### config.mk
export PLATFORM = sky130hd
export DESIGN_NAME = vci_cpu_if
export DESIGN_NICKNAME = d
export VERILOG_FILES = /design/src/rtl/vci_pkg.sv /design/src/rtl/vci_lr_bank.sv /design/src/rtl/vci_prio_sel.sv /design/src/rtl/vci_sig_out.sv /design/src/rtl/vci_cpu_if.sv
export SDC_FILE = /design/constraint.sdc
export NUM_CORES = 1
export LEC_CHECK = 0
export ABC_CLOCK_PERIOD_IN_PS = 7800
export BUFFER_PORTS_ARGS = -buffer_cell sky130_fd_sc_hd__buf_2
export CAP_MARGIN = 0
export CORE_MARGIN = 5
export CORE_UTILIZATION = 25
export CTS_CLUSTER_DIAMETER = 200
export DETAILED_ROUTE_END_ITERATION = 10
export GPL_TIMING_DRIVEN = 0
export SYNTH_ARGS = -nofsm -noshare
export SYNTH_HDL_FRONTEND = slang
export SYNTH_SLANG_ARGS = --single-unit
### constraint.sdc
create_clock -name clk -period 7.8 [get_ports clk]
set_clock_uncertainty 0.1 [all_clocks]
set_input_delay 0.78 -clock clk [delete_from_list [all_inputs] [get_ports clk]]
set_output_delay 0.78 -clock clk [all_outputs]
set_load 0.02 [all_outputs]
### src/rtl/vci_pkg.sv
package vci_pkg;
  typedef enum logic [1:0] {
    LR_INVALID = 2'd0,
    LR_PENDING = 2'd1,
    LR_ACTIVE  = 2'd2,
    LR_RSVD    = 2'd3
  } lr_state_e;
endpackage

### src/rtl/vci_lr_bank.sv
module vci_lr_bank
  import vci_pkg::*;
#(
  parameter int NUM_LR = 4,
  parameter int ID_W   = 10,
  parameter int PRIO_W = 5,
  localparam int IDX_W = (NUM_LR > 1) ? $clog2(NUM_LR) : 1
) (
  input  logic              clk,
  input  logic              rst_n,
  input  logic              wr_en,
  input  logic [IDX_W-1:0]  wr_idx,
  input  logic [ID_W-1:0]   wr_id,
  input  logic [PRIO_W-1:0] wr_prio,
  input  logic              wr_grp,
  input  logic [1:0]        wr_state,
  input  logic [NUM_LR-1:0] take,
  input  logic              eoi_en,
  input  logic [ID_W-1:0]   eoi_id,
  output logic [ID_W-1:0]   lr_id   [NUM_LR],
  output logic [PRIO_W-1:0] lr_prio [NUM_LR],
  output logic [NUM_LR-1:0] lr_grp,
  output lr_state_e         lr_st   [NUM_LR]
);

  for (genvar g = 0; g < NUM_LR; g++) begin : g_entry
    lr_state_e         st_q, st_d;
    logic [ID_W-1:0]   id_q;
    logic [PRIO_W-1:0] prio_q;
    logic              grp_q;
    logic              hit_wr, hit_eoi;

    // Next-state: hypervisor write wins, then acknowledge, then retire.
    always_comb begin
      hit_wr  = wr_en && (wr_idx == IDX_W'(g));
      hit_eoi = eoi_en && (st_q == LR_ACTIVE) && (id_q == eoi_id);
      st_d    = st_q;
      if (hit_wr) begin
        st_d = (wr_state == 2'd3) ? LR_INVALID : lr_state_e'(wr_state);
      end else if (take[g]) begin
        st_d = LR_ACTIVE;
      end else if (hit_eoi) begin
        st_d = LR_INVALID;
      end
    end

    always_ff @(posedge clk or negedge rst_n) begin
      if (!rst_n) begin
        st_q <= LR_INVALID;
      end else begin
        st_q <= st_d;
      end
    end

    always_ff @(posedge clk or negedge rst_n) begin
      if (!rst_n) begin
        id_q   <= '0;
        prio_q <= '0;
        grp_q  <= 1'b0;
      end else if (hit_wr) begin
        id_q   <= wr_id;
        prio_q <= wr_prio;
        grp_q  <= wr_grp;
      end
    end

    assign lr_st[g]   = st_q;
    assign lr_id[g]   = id_q;
    assign lr_prio[g] = prio_q;
    assign lr_grp[g]  = grp_q;
  end

endmodule

### src/rtl/vci_prio_sel.sv
module vci_prio_sel #(
  parameter int NUM_LR = 4,
  parameter int PRIO_W = 5,
  localparam int IDX_W = (NUM_LR > 1) ? $clog2(NUM_LR) : 1
) (
  input  logic [NUM_LR-1:0] cand,
  input  logic [PRIO_W-1:0] prio [NUM_LR],
  output logic              found,
  output logic [IDX_W-1:0]  win_idx,
  output logic [NUM_LR-1:0] win_oh
);

  logic [PRIO_W-1:0] best;

  // Ascending scan, replace only on strictly better: lowest index wins ties.
  always_comb begin
    found   = 1'b0;
    win_idx = '0;
    best    = '1;
    for (int i = 0; i < NUM_LR; i++) begin
      if (cand[i] && (!found || (prio[i] < best))) begin
        found   = 1'b1;
        best    = prio[i];
        win_idx = IDX_W'(i);
      end
    end
    win_oh = '0;
    if (found) win_oh[win_idx] = 1'b1;
  end

endmodule

### src/rtl/vci_sig_out.sv
module vci_sig_out #(
  parameter int NUM_LR = 4
) (
  input  logic [NUM_LR-1:0] pend,
  input  logic [NUM_LR-1:0] grp,
  input  logic              irq_en,
  input  logic              fiq_en,
  output logic              virq,
  output logic              vfiq,
  output logic              maint
);

  always_comb begin
    virq  = irq_en && (|(pend & grp));
    vfiq  = fiq_en && (|(pend & ~grp));
    maint = ~(|pend);
  end

endmodule

### src/rtl/vci_cpu_if.sv
module vci_cpu_if
  import vci_pkg::*;
#(
  parameter int NUM_LR = 4,
  parameter int ID_W   = 10,
  parameter int PRIO_W = 5,
  localparam int IDX_W = (NUM_LR > 1) ? $clog2(NUM_LR) : 1
) (
  input  logic              clk,
  input  logic              rst_n,
  input  logic              hv_wr_en,
  input  logic [IDX_W-1:0]  hv_wr_idx,
  input  logic [ID_W-1:0]   hv_wr_id,
  input  logic [PRIO_W-1:0] hv_wr_prio,
  input  logic              hv_wr_grp,
  input  logic [1:0]        hv_wr_state,
  input  logic [IDX_W-1:0]  hv_rd_idx,
  output logic [1:0]        hv_rd_state,
  input  logic              gst_ack_req,
  output logic              gst_ack_valid,
  output logic [ID_W-1:0]   gst_ack_id,
  input  logic              gst_eoi,
  input  logic [ID_W-1:0]   gst_eoi_id,
  input  logic              gst_irq_en,
  input  logic              gst_fiq_en,
  output logic              virq,
  output logic              vfiq,
  output logic              maint_irq
);

  localparam logic [ID_W-1:0] SPUR_ID = '1;

  // Reset: asserted asynchronously, released on the clock.
  logic [1:0] rst_pipe;
  logic       rst_sync_n;

  always_ff @(posedge clk or negedge rst_n) begin
    if (!rst_n) begin
      rst_pipe <= 2'b00;
    end else begin
      rst_pipe <= {rst_pipe[0], 1'b1};
    end
  end
  assign rst_sync_n = rst_pipe[1];

  logic [ID_W-1:0]   lr_id   [NUM_LR];
  logic [PRIO_W-1:0] lr_prio [NUM_LR];
  logic [NUM_LR-1:0] lr_grp;
  lr_state_e         lr_st   [NUM_LR];
  logic [NUM_LR-1:0] pend;
  logic [NUM_LR-1:0] win_oh;
  logic [NUM_LR-1:0] take;
  logic [IDX_W-1:0]  win_idx;
  logic              found;

  for (genvar g = 0; g < NUM_LR; g++) begin : g_pend
    assign pend[g] = (lr_st[g] == LR_PENDING);
  end

  assign take = gst_ack_req ? win_oh : '0;

  vci_lr_bank #(.NUM_LR(NUM_LR), .ID_W(ID_W), .PRIO_W(PRIO_W)) u_bank (
    .clk      (clk),
    .rst_n    (rst_sync_n),
    .wr_en    (hv_wr_en),
    .wr_idx   (hv_wr_idx),
    .wr_id    (hv_wr_id),
    .wr_prio  (hv_wr_prio),
    .wr_grp   (hv_wr_grp),
    .wr_state (hv_wr_state),
    .take     (take),
    .eoi_en   (gst_eoi),
    .eoi_id   (gst_eoi_id),
    .lr_id    (lr_id),
    .lr_prio  (lr_prio),
    .lr_grp   (lr_grp),
    .lr_st    (lr_st)
  );

  vci_prio_sel #(.NUM_LR(NUM_LR), .PRIO_W(PRIO_W)) u_sel (
    .cand    (pend),
    .prio    (lr_prio),
    .found   (found),
    .win_idx (win_idx),
    .win_oh  (win_oh)
  );

  vci_sig_out #(.NUM_LR(NUM_LR)) u_sig (
    .pend   (pend),
    .grp    (lr_grp),
    .irq_en (gst_irq_en),
    .fiq_en (gst_fiq_en),
    .virq   (virq),
    .vfiq   (vfiq),
    .maint  (maint_irq)
  );

  // Acknowledge response register with written-out enable.
  logic [ID_W-1:0] ack_id_d;
  assign ack_id_d = found ? lr_id[win_idx] : SPUR_ID;

  always_ff @(posedge clk or negedge rst_sync_n) begin
    if (!rst_sync_n) begin
      gst_ack_valid <= 1'b0;
    end else begin
      gst_ack_valid <= gst_ack_req;
    end
  end

  always_ff @(posedge clk or negedge rst_sync_n) begin
    if (!rst_sync_n) begin
      gst_ack_id <= '0;
    end else if (gst_ack_req) begin
      gst_ack_id <= ack_id_d;
    end
  end

  assign hv_rd_state = lr_st[hv_rd_idx];

endmodule

Word-level counts from Yosys, hierarchy flattened
Cells that the tools add are included.
{ "word_totals": {"ff_bits": 85, "out_inout_bits": 16, "wordCells": 114} }
{ "classes": {"order_cmp": 7, "reduce_logical": 32, "mux": 34, "bitwise_logic": 6, "eq_ne": 16} }
{ "ops": {"columns": ["op", "count"], "rows": [
  ["equality test 10 bit", 4],
  ["2-to-1 mux 2 bit", 17],
  ["2-to-1 mux 10 bit", 3],
  ["binary-select mux 10 bit (select 2 bit)", 1],
  ["logical AND 1 bit", 18],
  ["< comparator 5 bit", 3],
  ["2-to-1 mux 5 bit", 3],
  ["equality test 2 bit, second input constant", 7],
  ["nonzero test 3 bit", 4],
  ["OR reduction 4 bit", 3],
  ["equality test 2 x 1 -> 1 bit, second input constant", 5],
  ["AND 4 bit", 2],
  ["2-to-1 mux 4 bit", 2],
  [">= comparator 3 bit, second input constant", 2],
  ["2-to-1 mux 1 bit", 6],
  ["inverter 2 -> 3 bit", 2],
  ["binary-select mux 2 bit (select 2 bit)", 1],
  ["inverter 4 bit", 1],
  ["zero test 1 bit", 3],
  ["logical OR 1 bit", 3],
  ["< comparator 2 x 3 -> 1 bit, second input constant", 1],
  ["demux 1 bit (select 2 bit)", 1],
  [">= comparator 2 x 1 -> 1 bit, second input constant", 1],
  ["zero test 2 bit", 1],
  ["inverter 1 bit", 1]
]} }

Depth between registers and ports, before layout
{ "depth": {"word_depth": 22, "ltp_mapped": 27} }

Cells and area by module
Synthesis repeated with hierarchy kept, for this count alone.
{ "hier_totals": {"cells_unflattened": 375, "hier_area_um2": 4810.9} }
{ "modules_own_cells": {"columns": ["module", "area_per_inst_um2", "instances", "cells_per_inst"], "rows": [
  ["vci_lr_bank", 3289.4, 1, 230],
  ["vci_cpu_if", 760.7, 1, 48],
  ["vci_prio_sel", 694.4, 1, 88],
  ["vci_sig_out", 66.3, 1, 9]
]} }

Worst setup path before layout
OpenSTA, ideal clock, no wires.
{ "synth_path": {"kind": "register -> register", "from": "register u_bank.g_entry[0].st_q[1]", "to": "register u_bank.g_entry[3].st_q[0]", "setup_time_ns": 0.132, "path_buffers": 3, "stages_incl_launch_ff": 26, "arrival_ns": 5.421, "slack_ns": 2.147, "path_cell_list": "dfrtp_1 nand2b_1 buf_2 nor2_1 ha_1 o21ai_0 a211oi_2 o31ai_1 clkbuf_1 nor2_1 a21oi_1 ha_1 a211o_1 a211o_1 o31ai_2 nor2_1 a21oi_1 ha_1 a211oi_1 o21bai_1 a211oi_1 inv_1 o311ai_4 buf_4 a21oi_1 o21bai_1"} }
{ "synth_via": {"elab_chain_len": 22} }
{ "synth_rtl": {"columns": ["item", "line_no", "rtl"], "rows": [
  ["from (decl)", "vci_lr_bank.sv:27", "lr_state_e st_q, st_d;"],
  ["from (signal assigned)", "vci_lr_bank.sv:51", "st_q <= st_d;"],
  ["equality test 2 x 1 -> 1 bit (*)", "vci_cpu_if.sv:57", "assign pend[g] = (lr_st[g] == LR_PENDING);"],
  ["2-to-1 mux 5 bit / 2-to-1 mux 1 bit (equally long branches)", "vci_prio_sel.sv:21", "if (cand[i] && (!found || (prio[i] < best))) begin"],
  ["< comparator 5 bit / zero test 1 bit (equally long branches)", "vci_prio_sel.sv:21", null],
  ["logical OR 1 bit", "vci_prio_sel.sv:21", null],
  ["logical AND 1 bit", "vci_prio_sel.sv:21", null],
  ["2-to-1 mux 5 bit / 2-to-1 mux 1 bit (equally long branches)", "vci_prio_sel.sv:21", null],
  ["< comparator 5 bit / zero test 1 bit (equally long branches)", "vci_prio_sel.sv:21", null],
  ["logical OR 1 bit", "vci_prio_sel.sv:21", null],
  ["[... 6 more ...]", null, null],
  ["< comparator 2 x 3 -> 1 bit (not written as such) / >= comparator 2 x 1 -> 1 bit (equally long branches)", "vci_prio_sel.sv:28", "if (found) win_oh[win_idx] = 1'b1;"],
  ["logical AND 1 bit (not written as such)", "vci_prio_sel.sv:28", null],
  ["2-to-1 mux 1 bit (not written as such)", "vci_prio_sel.sv:28", null],
  ["demux 1 bit (select 2 bit)", null, null],
  ["2-to-1 mux 4 bit (*)", "vci_prio_sel.sv:28", null],
  ["2-to-1 mux 4 bit (*)", "vci_cpu_if.sv:60", "assign take = gst_ack_req ? win_oh : '0;"],
  ["2-to-1 mux 2 bit", "vci_lr_bank.sv:40", "end else if (take[g]) begin"],
  ["2-to-1 mux 2 bit", "vci_lr_bank.sv:38", "if (hit_wr) begin"],
  ["to (signal assigned)", "vci_lr_bank.sv:51", null],
  ["to (decl)", "vci_lr_bank.sv:27", null]
]} }
Mark *: on every way between the ends. The rest lies on a longest branch, timed or not.
A chain may end at the register's enable or synchronous reset.

Worst setup path in the final report
{ "layout_path": {"from": "register u_bank.g_entry[0].st_q[1]", "to": "register gst_ack_id[4]"} }
{ "layout_via": {"elab_chain_len": 19} }
{ "layout_rtl": {"columns": ["item", "line_no", "rtl"], "rows": [
  ["equality test 2 x 1 -> 1 bit (*)", "vci_cpu_if.sv:57", null],
  ["2-to-1 mux 5 bit / 2-to-1 mux 1 bit (equally long branches)", "vci_prio_sel.sv:21", null],
  ["< comparator 5 bit / zero test 1 bit (equally long branches)", "vci_prio_sel.sv:21", null],
  ["logical OR 1 bit", "vci_prio_sel.sv:21", null],
  ["logical AND 1 bit", "vci_prio_sel.sv:21", null],
  ["2-to-1 mux 5 bit / 2-to-1 mux 1 bit (equally long branches)", "vci_prio_sel.sv:21", null],
  ["< comparator 5 bit / zero test 1 bit (equally long branches)", "vci_prio_sel.sv:21", null],
  ["logical OR 1 bit", "vci_prio_sel.sv:21", null],
  ["[... 2 more ...]", null, null],
  ["< comparator 5 bit / zero test 1 bit (equally long branches)", "vci_prio_sel.sv:21", null],
  ["logical OR 1 bit", "vci_prio_sel.sv:21", null],
  ["logical AND 1 bit", "vci_prio_sel.sv:21", null],
  ["2-to-1 mux 2 bit", "vci_prio_sel.sv:21", null],
  ["inverter 2 -> 3 bit (not written as such)", "vci_cpu_if.sv:100", "assign ack_id_d = found ? lr_id[win_idx] : SPUR_ID;"],
  ["binary-select mux 10 bit (select 2 bit)", "vci_cpu_if.sv:100", null],
  ["2-to-1 mux 10 bit (not written as such) (2 in series)", "vci_cpu_if.sv:100", null],
  ["2-to-1 mux 10 bit (*)", "vci_cpu_if.sv:100", null],
  ["to (signal assigned)", "vci_cpu_if.sv:114", "gst_ack_id <= ack_id_d;"],
  ["to (decl)", "vci_cpu_if.sv:21", "output logic [ID_W-1:0] gst_ack_id,"]
]} }
Mark *: on every way between the ends. The rest lies on a longest branch, timed or not. The select of a mux whose other input is x is not followed.

==> results_dict.tcl <==
set metrics [dict create \
    grt_start_max_net_pins 64 \
    hold_violations 0 \
    dpl_cell_area_mm2 0.00526 \
    synth_ff_type "dfrtp_1" \
    drc 0 \
    critPathCaptureType "register" \
    finalSetupViolCount 0 \
    crit_type "register to register" \
    cp.required_ps 7920 \
    combPwrFrac 0.319 \
    final-seq-area_mm2 0.00213 \
    ant_nets 0 \
    post_synth_instance_area_mm2 0.00467 \
    min_period_ps 6870 \
    ir_drop_v 0.000134 \
    fin_setup_tns_ps 0 \
    synthCells 412 \
    ctsResizeCount 0 \
    layout.nets 527 \
    layout_commonest_cell "dfrtp_1" \
    cts_buffers 9 \
    stdcell_area_mm2 0.00555 \
    synth_top_family_by_area "multiplexers" \
    ys_warn_count 0 \
    synth-compound-area-share 0.151 \
    synth-xor-area-share 0.0769 \
    slowest_stage "o31ai_2" \
    clockRootBuffer "clkbuf_16" \
    drt_wl_total_um 13100 \
    r2r_cells 25 \
    cts_setup_buffers 0 \
    leakage_nw 2.32 \
    drv_cap 0 \
    synth_fa_ha_area_frac 0.0268 \
    htree_levels 3 \
    pwr-share-clk 0.270 \
    ys_seq_elements 85 \
    placed_cells 701 \
    internal_power_uw 985 \
    r2r_end "gst_ack_id[4]" \
    die-area_mm2 0.0215 \
    io_pins 55 \
    core_mm2 0.0185 \
    start_util 0.252 \
    fillerInstances 1922 \
    tritoncts "built" \
    synth-simple-area-share 0.0887 \
    path_clk_slew_ps 60 \
    overflow 0 \
    pwr-share-seq 0.411 \
    routed_via_density 4.92 \
    reg2reg_slack_ps 930 \
    gr-usage-all-layers 0.123 \
    slew_violations 0 \
    critical_path.max_fanout 10 \
    clockBufferDepth 2 \
    syn_nets 461 \
    critPathMaxStageDelay_ps 540 \
    startpoint_type "register" \
    status "finished, final reports clean" \
    fmax_mhz 146 \
    period_share 0.880 \
    mostFrequentLayoutCells "dfrtp_1 (84), mux2_2 (63), buf_2 (57), a21oi_1 (38), xor2_1 (32)" \
    grt_pass1_wl_um 21100 \
    powerDensity_mw_per_mm2 273 \
    synth_edf_count 0 \
    routedWlPerCell_um 18.3 \
    clock_latency_ps 340 \
    vias 3529 \
    grt_pass1_vias 3788 \
    rows 50 \
    hold_class "input port to asynchronous set/reset pin" \
    grt_setup_unrepaired "false" \
    cts_num_sinks 85 \
    multi_input_area_mm2 0.00246 \
    die_h_um 147 \
    die_w_um 147 \
    worst-slew-pin-transition_ps 1040 \
    timing.rr.start "u_bank.g_entry[0].st_q[1]" \
    max_slew_margin 0.305 \
    syn_avg_cell_area_um2 11.3 \
    synthArstFlopShare 1.00 \
    drt-initial-drc-count 196 \
    dp_hpwl_um 9800 \
    yosysUniqueCellTypes 53 \
    final_util 0.300 \
    seq_area_frac_synth 0.456 \
    port_buffers 54 \
    drive_gt1_frac 0.306 \
    postCtsHoldBufs 0 \
    synthToLayoutAreaGrowth_pct 18.9 \
    gp_congestion 0.848 \
    p_sw_frac 0.351 \
    drt_pass1_iterations 4 \
    antenna_found_initial 1 \
    stdcell_count 718 \
    synthMuxAreaShare 0.183 \
    power_switching_uw 532 \
    worst_ep_arrival_time_ps 6980 \
]
[worst max path at each step]
stage / end / slack (ps) / startpoint / depth (start not counted)
after floorplan: u_bank.g_entry[3].st_q[0] / 2150 / u_bank.g_entry[0].st_q[1] / 25
after global routing: gst_ack_id[0] / 390 / u_bank.g_entry[0].st_q[1] / 24
after CTS: gst_ack_id[4] / 970 / u_bank.g_entry[0].st_q[1] / 25
after detailed placement: gst_ack_id[4] / 1000 / u_bank.g_entry[0].st_q[1] / 25
final: gst_ack_id[4] / 930 / u_bank.g_entry[0].st_q[1] / 25
after global placement: gst_ack_id[7] / 1080 / u_bank.g_entry[0].st_q[1] / 25
[layout make-up]
type / count / area share
Clock inverter: 5 / 0.00631
Timing Repair Buffer: 55 / 0.0536
Sequential cell: 85 / 0.384
Antenna cell: 1 / 0.000451
Multi-Input combinational cell: 308 / 0.443
Buffer: 15 / 0.0115
Inverter: 4 / 0.00270
Clock buffer: 11 / 0.0455
Tap cell: 234 / 0.0527
[kinds of logic after synthesis]
family                   count (synthesis)
AO/OA/AOI/OAI                           99
flip-flops                              85
AND/OR/NAND/NOR                         82
multiplexers                            75
XOR/XNOR                                41
buffers and inverters                   19
adder cells (fa/ha/maj)                 10
other                                    1
[flip-flops by register name (all words and copies together), names as in the netlist]
register,cells
gst_ack_valid,1
u_bank.g_entry.st_q,8
u_bank.g_entry.id_q,40
u_bank.g_entry.prio_q,20
rst_pipe,2
gst_ack_id,10
u_bank.g_entry.grp_q,4
[per-layer routing]
metal,vias to the layer above,GRT usage,part of all wire
li1,1656,-,-
met1,1751,0.158,0.44
met2,97,0.205,0.49
met3,23,0.0273,0.046
met4,2,0.0400,0.023
met5,-,0,0.00053
[synthesized netlist by cell type, types with 7 or more instances]
master / instances / area (um2)
nor2_1: 28 / 105
o21ai_0: 7 / 35.0
ha_1: 10 / 125
mux2_2: 63 / 709
xor2_1: 32 / 280
mux2i_1: 10 / 100
a2bb2oi_1: 10 / 87.6
nand2_1: 11 / 41.3
nand3_1: 7 / 35.0
clkbuf_1: 11 / 41.3
a21oi_1: 38 / 190
dfrtp_1: 85 / 2130
xnor2_1: 9 / 78.8
[stage by stage]
step,total power [mW],setup slack (ps),hold slack [ps]
3_3_place_gp,1.10,1080,237
6_report,1.52,934,112
2_1_floorplan,0.953,2150,231
5_1_grt,1.60,389,109
4_1_cts,1.53,974,110
3_5_place_dp,1.11,1000,128
[worst max-delay path: cells and delay by family (launching register included)]
kind            cells  cell delay (ps)
simple gates        5              610
buf+inv             3              980
flops               1              480
fa+ha+maj           3              790
compound gates     14             3760
[power by group through the flow]
stage	combinational, mW	sequential (mW)	clock, mW
6_report	0.484	0.623	0.410
5_1_grt	0.533	0.637	0.430
4_1_cts	0.486	0.622	0.417
3_5_place_dp	0.483	0.630	0
3_3_place_gp	0.467	0.632	0
2_1_floorplan	0.325	0.628	0
Note: power is estimated with default switching activity, not from simulation.
